--- config.mk ---
export PLATFORM = sky130hd
export DESIGN_NAME = ovr_reset_ctrl
export DESIGN_NICKNAME = d
export VERILOG_FILES = /design/src/rtl/ovr_pkg.sv /design/src/rtl/ovr_run_counter.sv /design/src/rtl/ovr_rst_seq.sv /design/src/rtl/ovr_flag_gen.sv /design/src/rtl/ovr_reset_ctrl.sv
export SDC_FILE = /design/constraint.sdc
export NUM_CORES = 1
export LEC_CHECK = 0
export BUFFER_PORTS_ARGS = -buffer_cell sky130_fd_sc_hd__buf_2
export CAP_MARGIN = 15
export CORE_AREA = 10 10 47 49
export DETAILED_ROUTE_END_ITERATION = 6
export DIE_AREA = 0 0 57 59
export SLEW_MARGIN = 20
export SYNTH_ARGS = -nofsm -noshare
export SYNTH_HDL_FRONTEND = slang
export SYNTH_SLANG_ARGS = --single-unit
export TNS_END_PERCENT = 50
--- constraint.sdc ---
create_clock -name clk -period 2.9 [get_ports clk]
set_clock_uncertainty 0.05 [all_clocks]
set_input_delay 0.29 -clock clk [delete_from_list [all_inputs] [get_ports clk]]
set_output_delay 0.29 -clock clk [all_outputs]
set_load 0.02 [all_outputs]
--- src/rtl/ovr_pkg.sv ---
package ovr_pkg;

    typedef enum logic [1:0] {
        ST_IDLE  = 2'd0,
        ST_PULSE = 2'd1,
        ST_WAIT  = 2'd2,
        ST_COOL  = 2'd3
    } rst_state_e;

    typedef struct packed {
        rst_state_e state;     // current reset sequencer state
        logic       busy_nxt;  // reset in progress after this edge
        logic       clr;       // clear run counter this cycle
    } rst_status_s;

    localparam logic [1:0] MODE_DATA_VALID = 2'b11;

    function automatic logic is_data_valid(input logic [1:0] mode);
        return mode == MODE_DATA_VALID;
    endfunction

    function automatic logic flag_value(input logic dv, input logic ovr,
                                        input logic mem, input logic busy);
        return dv ? !(mem | busy) : (ovr | busy);
    endfunction

endpackage

--- src/rtl/ovr_run_counter.sv ---
module ovr_run_counter
    import ovr_pkg::*;
#(
    parameter int RUN_LEN = 16
) (
    input  logic                             clk,
    input  logic                             rst,
    input  logic                             ovr_i,
    input  logic                             clr_i,
    output logic [$clog2(RUN_LEN+1)-1:0]     cnt_o,
    output logic                             run_hit_o
);
    localparam int CW = $clog2(RUN_LEN + 1);
    localparam logic [CW-1:0] CNT_MAX = CW'(RUN_LEN);
    localparam logic [CW-1:0] HIT_AT  = CW'(RUN_LEN - 1);

    logic [CW-1:0] cnt_q;

    always_ff @(posedge clk) begin
        if (rst || clr_i || !ovr_i) begin
            cnt_q <= '0;
        end else if (cnt_q != CNT_MAX) begin
            cnt_q <= cnt_q + CW'(1);
        end
    end

    assign run_hit_o = ovr_i && (cnt_q >= HIT_AT);
    assign cnt_o     = cnt_q;

    a_r5_low_clears: assert property (@(posedge clk) disable iff (rst)
        !ovr_i |=> cnt_q == '0);
    a_r11_cnt_saturates: assert property (@(posedge clk) disable iff (rst)
        cnt_q <= CNT_MAX);

endmodule

--- src/rtl/ovr_rst_seq.sv ---
module ovr_rst_seq
    import ovr_pkg::*;
#(
    parameter int RST_LEN = 8
) (
    input  logic        clk,
    input  logic        rst,
    input  logic        en_i,
    input  logic        sat_i,
    input  logic        run_hit_i,
    input  logic        done_i,
    output rst_status_s status_o,
    output logic        mod_rst_o
);
    localparam int PW = (RST_LEN > 1) ? $clog2(RST_LEN) : 1;
    localparam logic [PW-1:0] PLAST = PW'(RST_LEN - 1);

    rst_state_e    state_q, state_d;
    logic [PW-1:0] pcnt_q, pcnt_d;
    logic          start_c;

    assign start_c = (state_q == ST_IDLE) && en_i && (sat_i || run_hit_i);

    always_comb begin
        state_d = state_q;
        pcnt_d  = pcnt_q;
        unique case (state_q)
            ST_IDLE: begin
                if (start_c) begin
                    state_d = ST_PULSE;
                    pcnt_d  = '0;
                end
            end
            ST_PULSE: begin
                if (pcnt_q == PLAST) begin
                    state_d = ST_WAIT;
                end else begin
                    pcnt_d = pcnt_q + PW'(1);
                end
            end
            ST_WAIT: begin
                if (done_i) state_d = ST_COOL;
            end
            ST_COOL: state_d = ST_IDLE;
            default: state_d = ST_IDLE;
        endcase
    end

    always_ff @(posedge clk) begin
        if (rst) begin
            state_q <= ST_IDLE;
            pcnt_q  <= '0;
        end else begin
            state_q <= state_d;
            pcnt_q  <= pcnt_d;
        end
    end

    assign status_o.state    = state_q;
    assign status_o.busy_nxt = (state_d == ST_PULSE) || (state_d == ST_WAIT);
    assign status_o.clr      = start_c || (state_q != ST_IDLE);
    assign mod_rst_o         = (state_q == ST_PULSE);

    a_r6_sat_starts: assert property (@(posedge clk) disable iff (rst)
        (state_q == ST_IDLE && en_i && sat_i) |=> state_q == ST_PULSE);
    a_r11_disabled_no_start: assert property (@(posedge clk) disable iff (rst)
        (state_q == ST_IDLE && !en_i) |=> state_q != ST_PULSE);
    a_r7_wait_for_done: assert property (@(posedge clk) disable iff (rst)
        (state_q == ST_WAIT && !done_i) |=> state_q == ST_WAIT);
    a_r10_pulse_runs_on: assert property (@(posedge clk) disable iff (rst)
        state_q == ST_PULSE |=> (state_q == ST_PULSE || state_q == ST_WAIT));
    a_r7_pulse_index: assert property (@(posedge clk) disable iff (rst)
        state_q == ST_PULSE |-> pcnt_q <= PLAST);

endmodule

--- src/rtl/ovr_flag_gen.sv ---
module ovr_flag_gen
    import ovr_pkg::*;
(
    input  logic       clk,
    input  logic       rst,
    input  logic [1:0] mode_i,
    input  logic       ovr_i,
    input  logic       mem_i,
    input  logic       busy_nxt_i,
    output logic       flag_o
);
    logic flag_q;

    always_ff @(posedge clk) begin
        if (rst) begin
            flag_q <= 1'b0;
        end else begin
            flag_q <= flag_value(is_data_valid(mode_i), ovr_i, mem_i, busy_nxt_i);
        end
    end

    assign flag_o = flag_q;

endmodule

--- src/rtl/ovr_reset_ctrl.sv ---
module ovr_reset_ctrl
    import ovr_pkg::*;
#(
    parameter int RUN_LEN = 16,
    parameter int RST_LEN = 8
) (
    input  logic       clk,
    input  logic       rst,
    input  logic       ovr_i,
    input  logic       sat_i,
    input  logic       mem_busy_i,
    input  logic       auto_rst_en_i,
    input  logic [1:0] ind_mode_i,
    input  logic       rst_done_i,
    output logic       or_flag_o,
    output logic       mod_rst_o
);
    localparam int CW = $clog2(RUN_LEN + 1);

    logic [CW-1:0] run_cnt;
    logic          run_hit;
    rst_status_s   seq_st;

    ovr_run_counter #(.RUN_LEN(RUN_LEN)) u_cnt (
        .clk       (clk),
        .rst       (rst),
        .ovr_i     (ovr_i),
        .clr_i     (seq_st.clr),
        .cnt_o     (run_cnt),
        .run_hit_o (run_hit)
    );

    ovr_rst_seq #(.RST_LEN(RST_LEN)) u_seq (
        .clk       (clk),
        .rst       (rst),
        .en_i      (auto_rst_en_i),
        .sat_i     (sat_i),
        .run_hit_i (run_hit),
        .done_i    (rst_done_i),
        .status_o  (seq_st),
        .mod_rst_o (mod_rst_o)
    );

    ovr_flag_gen u_flag (
        .clk        (clk),
        .rst        (rst),
        .mode_i     (ind_mode_i),
        .ovr_i      (ovr_i),
        .mem_i      (mem_busy_i),
        .busy_nxt_i (seq_st.busy_nxt),
        .flag_o     (or_flag_o)
    );

    a_r9_cnt_zero_in_reset: assert property (@(posedge clk) disable iff (rst)
        (seq_st.state != ST_IDLE) |-> run_cnt == '0);
    a_r8_flag_high_normal: assert property (@(posedge clk) disable iff (rst)
        (mod_rst_o && $past(ind_mode_i) != MODE_DATA_VALID) |-> or_flag_o);
    a_r8_flag_low_valid: assert property (@(posedge clk) disable iff (rst)
        (mod_rst_o && $past(ind_mode_i) == MODE_DATA_VALID) |-> !or_flag_o);

endmodule

==> results.cfg, run 1 <==
[detailed_routing]
routed_via_density = 4.98
drt_iter0_drc = 4
drc = 0
wl_per_cell_um = 11.8
finalWirelength_um = 1050
final_antenna_net_count = 0
num_vias = 443
firstDrtPassIters = 3

[synthesis]
synthTopCellsByArea = dfxtp_1, ha_1, a22o_1, a21oi_1, nor2b_1
synth_area_per_cell_um2 = 9.59
syn_inst = 59
synth_common_cells = dfxtp_1, a21oi_1, ha_1, inv_1, nor2_1
synthMuxAreaShare_pct = 3.76
syn_nets = 73
synth_fa_ha_area_share_pct = 11.1
synth-warning-count = 0
yosysTopAreaCellShare_pct = 38.9
synth_cell_types = 25
synthFlopType = dfxtp_1
seq_area_frac_synth_pct = 38.9
synth-edff-count = 0
synth-compound-area-share_pct = 14.8
ys_ff_latch = 11
synth_top_family_by_area = simple AND/OR/NAND/NOR gates
yosysTopAreaCell = dfxtp_1
netlist_area_um2 = 566
synth-xor-area-share_pct = 4.65
async_reset_ff_share_pct = 0
yosysMostFrequentCell = dfxtp_1
synth-simple-area-share_pct = 23.5

[sta]
slew_violations = 0
max_slew.worst_pin.slew_ps = 531
worst_slack_ps = 914
post-route-period-util_pct = 68.5
fmax_mhz = 504
setup_viol = 0
relSlewSlack_pct = 64.5
fin_crit_ps = 1990
rsz0062_at_grt = no
hold_viol_final = 0
fin_setup_tns_ps = 0

[clock_tree]
clk-insertion-delay-late_ps = 260
cts_tree = done
postCtsSetupBuffers = 0
clkTransAtPathRegs_ps = 70
clockBufferDepth = 2
cts_sinks = 11
ctsResizeCount = 0
clockRootBuffer = clkbuf_4
htreeDepth = 1
cts_made_buffers = 3
hold_buffers = 0

[worst_setup_path]
critPathRequiredTime_ps = 3050
end_kind = flop
cp.arrival_ps = 2140
slowest_delay_ps = 530
crit_chain = ha_1 > and3_1 > ha_1 > nor3_2 > a21boi_1 > or4_4 > nor3_2
worstSetupPathType = flop to flop
path_delay_family = simple AND/OR/NAND/NOR gates
worst_setup_path_start_kind = flop
cp_slowest_cell = or4_4
path_buf_inv = 0
crit_path_max_fanout = 5

[power]
seqPwrFrac_pct = 53.1
combPwrFrac_pct = 12.4
p_leak_nw = 0.293
peakVddDrop_mv = 0.203
p_int_mw = 0.227
p_total_mw = 0.299
p_per_area_nw_per_um2 = 452
switching_power_mw = 0.0726
swShare_pct = 24.2
clkPwrFrac_pct = 34.5

[cells_and_area]
area_delta_synth_final_pct = 17.0
multi_input_area_um2 = 327
fin_cells = 89
diodes = 0
nFillCells = 138
final_core_util_pct = 47.2
drive_gt1_share_pct = 26.0
fin_nets = 88
seqCellArea_um2 = 220

[floorplan]
die_area_um2 = 3360
chipHeight_um = 59
die_w_um = 57
placementRows = 14
initial_core_util_pct = 40.4
ios = 11
core-area_um2 = 1400

[placement]
placed_cells = 85
numPortBuffers = 10
dp_slack_ps = 932
gp_congestion = 0.740
hpwlAfterDp_um = 853

[grt]
grt_pass1_vias = 452
grt_max_degree = 8
grt_first_pass_wirelength_um = 1750
grt_use_total_pct = 6.63
overflow = 0
antenna_found_initial = 0

[hold_path]
hp-class = input pin to flop

[status]
outcome = completed

[run]
cap_violations = 0
## worst paths after layout
kind                            cells past startpoint  slack (ps)                         start                            to
worst min register to register                      1         440  u_seq.pcnt_q[1]$_SDFFE_PP0P_  u_seq.pcnt_q[1]$_SDFFE_PP0P_
worst min-delay path                                2         220                           rst   u_seq.state_q[0]$_SDFF_PP0_
worst max-delay path                                7         910   u_cnt.cnt_o[1]$_SDFFE_PP0P_   u_cnt.cnt_o[2]$_SDFFE_PP0P_
worst max register to register                      7         910   u_cnt.cnt_o[1]$_SDFFE_PP0P_   u_cnt.cnt_o[2]$_SDFFE_PP0P_
## sequential cells by signal (all words and copies together) (netlist names)
name,flops
u_seq.pcnt_q,3
u_seq.state_q,2
u_flag.flag_o,1
u_cnt.cnt_o,5
## per-layer routing
metal  up-vias  routed length (um)  GRT usage [%]  part of all wire, %
li1        239                   -              -                    -
met1       195                 507           6.94                   48
met2         7                 488           10.2                   47
met3         2                  43           2.36                  4.1
met4         0                   9           6.04                 0.86
met5         -                   0              0                    0
## placed cells by master (no fill, tap or decap)
master	n
nor3_1	1
ha_1	5
xnor2_1	2
nand2b_1	1
mux2_2	1
buf_2	10
clkbuf_1	1
dfxtp_1	11
xor2_1	1
and3_1	1
nand3_1	1
a21oi_1	5
nor3_2	2
nor4_1	1
nand2_1	2
a22o_1	3
or4_4	1
nand4_1	1
nor2b_1	4
a21boi_1	1
inv_1	5
clkbuf_4	3
a211oi_1	1
mux2i_1	1
nor2_1	5
a21o_1	1
a211o_2	1
nor4b_2	1
## power groups by stage
stage	Combinational, mW	Sequential (mW)	Clock (mW)
after detailed placement	0.0376	0.162	0
after floorplan	0.0223	0.164	0
after CTS	0.0376	0.159	0.108
after global routing	0.0415	0.160	0.114
after global placement	0.0372	0.162	0
final	0.0370	0.159	0.103
## final cells by class
type                       instances  area share [%]
clock buffer                       4            3.97
inverter                           5            2.84
tap                               16            3.02
multi-input combinational         43            49.3
sequential                        11            33.3
timing repair buffer              10            7.56
## worst register-to-register path: cells and delay by family, from the launching register on
kind | cells | cell delay, ps
AOI/OAI and AO/OA | 1 | 130
adders and majority gates | 2 | 390
DFF | 1 | 350
and+or+nand+nor | 4 | 990
## kinds of logic after synthesis
family,count (synthesis)
simple gates,21
compound gates,12
buf+inv,5
flops,11
fa+ha+maj,5
mux,2
xor+xnor,3
## metrics by stage
step | cell area [um^2] | hold slack [ps]
6_report | 662 | 217
5_1_grt | 662 | 237
4_1_cts | 662 | 208
3_5_place_dp | 636 | 422
3_3_place_gp | 636 | 419
2_1_floorplan | 566 | 309
No activity file was read; power rests on OpenSTA's default activity.
==> run 2: changes to the inputs <==
Settings changed: ABC_AREA set to 1, PLACE_DENSITY set to 0.69.
Clock period 2.9 ns to 2 ns, I/O delays scaled along.
==> run 2 against run 1 <==
Net effect: non-clock buffer count is the same; final area up 8.5%; final cell count increased by 26%; first-iteration DRC count rose to 3.0 times the previous value; hold slack worse by 110 ps; largest cell class unchanged.
==> results.cfg, run 2 <==
[grt]
grt_max_degree = 7
grt_first_pass_wirelength_um = 2060
grt_use_total_pct = 7.70
grt_pass1_vias = 530
antenna_found_initial = 0
overflow = 0

[clock_tree]
hold_buffers = 0
cts_tree = done
clkTransAtPathRegs_ps = 70
ctsResizeCount = 0
cts_made_buffers = 3
clockBufferDepth = 2
cts_sinks = 11
clockRootBuffer = clkbuf_4
clk-insertion-delay-late_ps = 270
postCtsSetupBuffers = 0
htreeDepth = 1

[placement]
dp_slack_ps = 266
numPortBuffers = 10
placed_cells = 108
hpwlAfterDp_um = 968
gp_congestion = 0.744
placed_area_um2 = 692

[sta]
rsz0062_at_grt = no
post-route-period-util_pct = 86.4
fmax_mhz = 579
hold_viol_final = 0
slew_violations = 0
setup_viol = 0
worst_hold_slack_ps = 108
relSlewSlack_pct = 82.5
fin_crit_ps = 1730
fin_setup_tns_ps = 0
max_slew.worst_pin.slew_ps = 261
worst_slack_ps = 272

[synthesis]
synthFlopType = dfxtp_1
netlist_area_um2 = 622
synthTopCellsByArea = dfxtp_1, nand2_1, ha_1, inv_1, a21oi_1
yosysTopAreaCell = dfxtp_1
synth_cell_types = 22
synth-edff-count = 0
synth_common_cells = nand2_1, inv_1, dfxtp_1, a21oi_1, nor2_1
yosysMostFrequentCell = nand2_1
synth-warning-count = 0
ys_ff_latch = 11
synth_area_per_cell_um2 = 7.58
syn_nets = 96
syn_inst = 82
yosysTopAreaCellShare_pct = 35.4
async_reset_ff_share_pct = 0
seq_area_frac_synth_pct = 35.4

[detailed_routing]
routed.top_layer = met4
firstDrtPassIters = 4
final_antenna_net_count = 0
drc = 0
wl_per_cell_um = 10.4
wl_met3_um = 31
wl_met1_um = 591
num_vias = 533
drt_iter0_drc = 12
finalWirelength_um = 1170
routed_via_density = 4.76
wl_met2_um = 516

[worst_setup_path]
crit_top_cell = nand2_1
worstSetupPathType = flop to flop
slowest_delay_ps = 330
reg2reg_depth = 12
endpoint = u_flag.flag_o$_SDFF_PP0_
crit_path_max_fanout = 5
crit_start = u_cnt.cnt_o[0]$_SDFFE_PP0P_
cp_slowest_cell = dfxtp_1
cp.arrival_ps = 1850
reg2reg_slack_ps = 270
regToRegEndpoint = u_flag.flag_o$_SDFF_PP0_
end_kind = flop
worst_setup_path_start_kind = flop
r2r_start = u_cnt.cnt_o[0]$_SDFFE_PP0P_
critPathRequiredTime_ps = 2120
crit_chain = ha_1 > nand2_1 > nor2_1 > ha_1 > nor2_1 > nand2_1 > nand2_1 > nand2_2 > a21oi_2 > nand3_1 > nand2_1 > nor2_2

[cells_and_area]
largest_reg_flops = 5
fin_nets = 111
final_cell_mix = nand2_1, inv_1, dfxtp_1
fin_cells = 112
final_common_cell = nand2_1
final_core_util_pct = 51.2
area_delta_synth_final_pct = 15.5
drive_gt1_share_pct = 30.2
fin_area_um2 = 718
diodes = 0

[power]
peakVddDrop_mv = 0.350
switching_power_mw = 0.120
p_total_mw = 0.449
seqPwrFrac_pct = 51.7
p_per_area_nw_per_um2 = 625
p_leak_nw = 0.355
p_int_mw = 0.329
combPwrFrac_pct = 14.2
swShare_pct = 26.8
clkPwrFrac_pct = 34.1

[status]
outcome = completed

[run]
cap_violations = 0

[floorplan]
ios = 11
initial_core_util_pct = 44.4
core-area_um2 = 1400
chipHeight_um = 59
die_area_um2 = 3360
die_w_um = 57
placementRows = 14

[hold_path]
hp-class = input pin to flop
[run 2: cell types whose count changed after synthesis, moves of 3 or more]
cell / previous run / this run
inv_2: 0 / 3
a21oi_1: 5 / 8
a22o_1: 3 / 0
inv_1: 5 / 12
nand2_1: 2 / 17
nor2b_1: 4 / 0
[run 2: kinds of logic (layout without fill, tap and decap cells)]
| group | count (synthesis) | after routing | share of synthesized area (%) |
|---|---|---|---|
| buf+inv | 15 | 29 | 9.05 |
| flops | 11 | 11 | 35.4 |
| fa+ha+maj | 5 | 5 | 10.1 |
| compound gates | 12 | 12 | 11.3 |
| simple gates | 39 | 39 | 34.2 |
[run 2: per-layer routing]
layer	up-vias	GRT usage (%)
li1	288	-
met1	230	8.46
met2	11	11.9
met3	4	2.58
met4	0	6.04
met5	-	0
[run 2: critical path, delay by kind of cell (launching register included)]
kind	cells	cell delay (ps)
simple gates	9	640
flops	1	330
fa+ha+maj	2	380
compound gates	1	220
[run 2: area by class of cell]
type                    count  area (um^2)
repair buffers             10         50.0
clock buffers               4         26.3
multi-input cells          56          345
inverters                  15         56.3
flip-flops and latches     11          220
fillers                   140          683
well taps                  16         20.0
[run 2: worst min-delay path by stage]
stage                     start                      endpoint  slack (ps)  depth (start not counted)
after detailed placement    rst   u_seq.state_q[0]$_SDFF_PP0_         390                          2
after CTS                   rst   u_seq.state_q[0]$_SDFF_PP0_         100                          2
after global routing        rst  u_seq.pcnt_q[1]$_SDFFE_PP0P_         110                          2
after floorplan             rst  u_seq.pcnt_q[1]$_SDFFE_PP0P_         220                          1
final                       rst   u_seq.state_q[0]$_SDFF_PP0_         110                          2
after global placement      rst  u_seq.pcnt_q[2]$_SDFFE_PP0P_         380                          2
[run 2: power groups by stage]
| stage | combinational (mW) | clock (mW) | sequential, mW |
|---|---|---|---|
| 2_1_floorplan | 0.0418 | 0 | 0.239 |
| 3_3_place_gp | 0.0624 | 0 | 0.237 |
| 3_5_place_dp | 0.0639 | 0 | 0.238 |
| 4_1_cts | 0.0642 | 0.157 | 0.232 |
| 5_1_grt | 0.0722 | 0.167 | 0.233 |
| 6_report | 0.0637 | 0.153 | 0.232 |
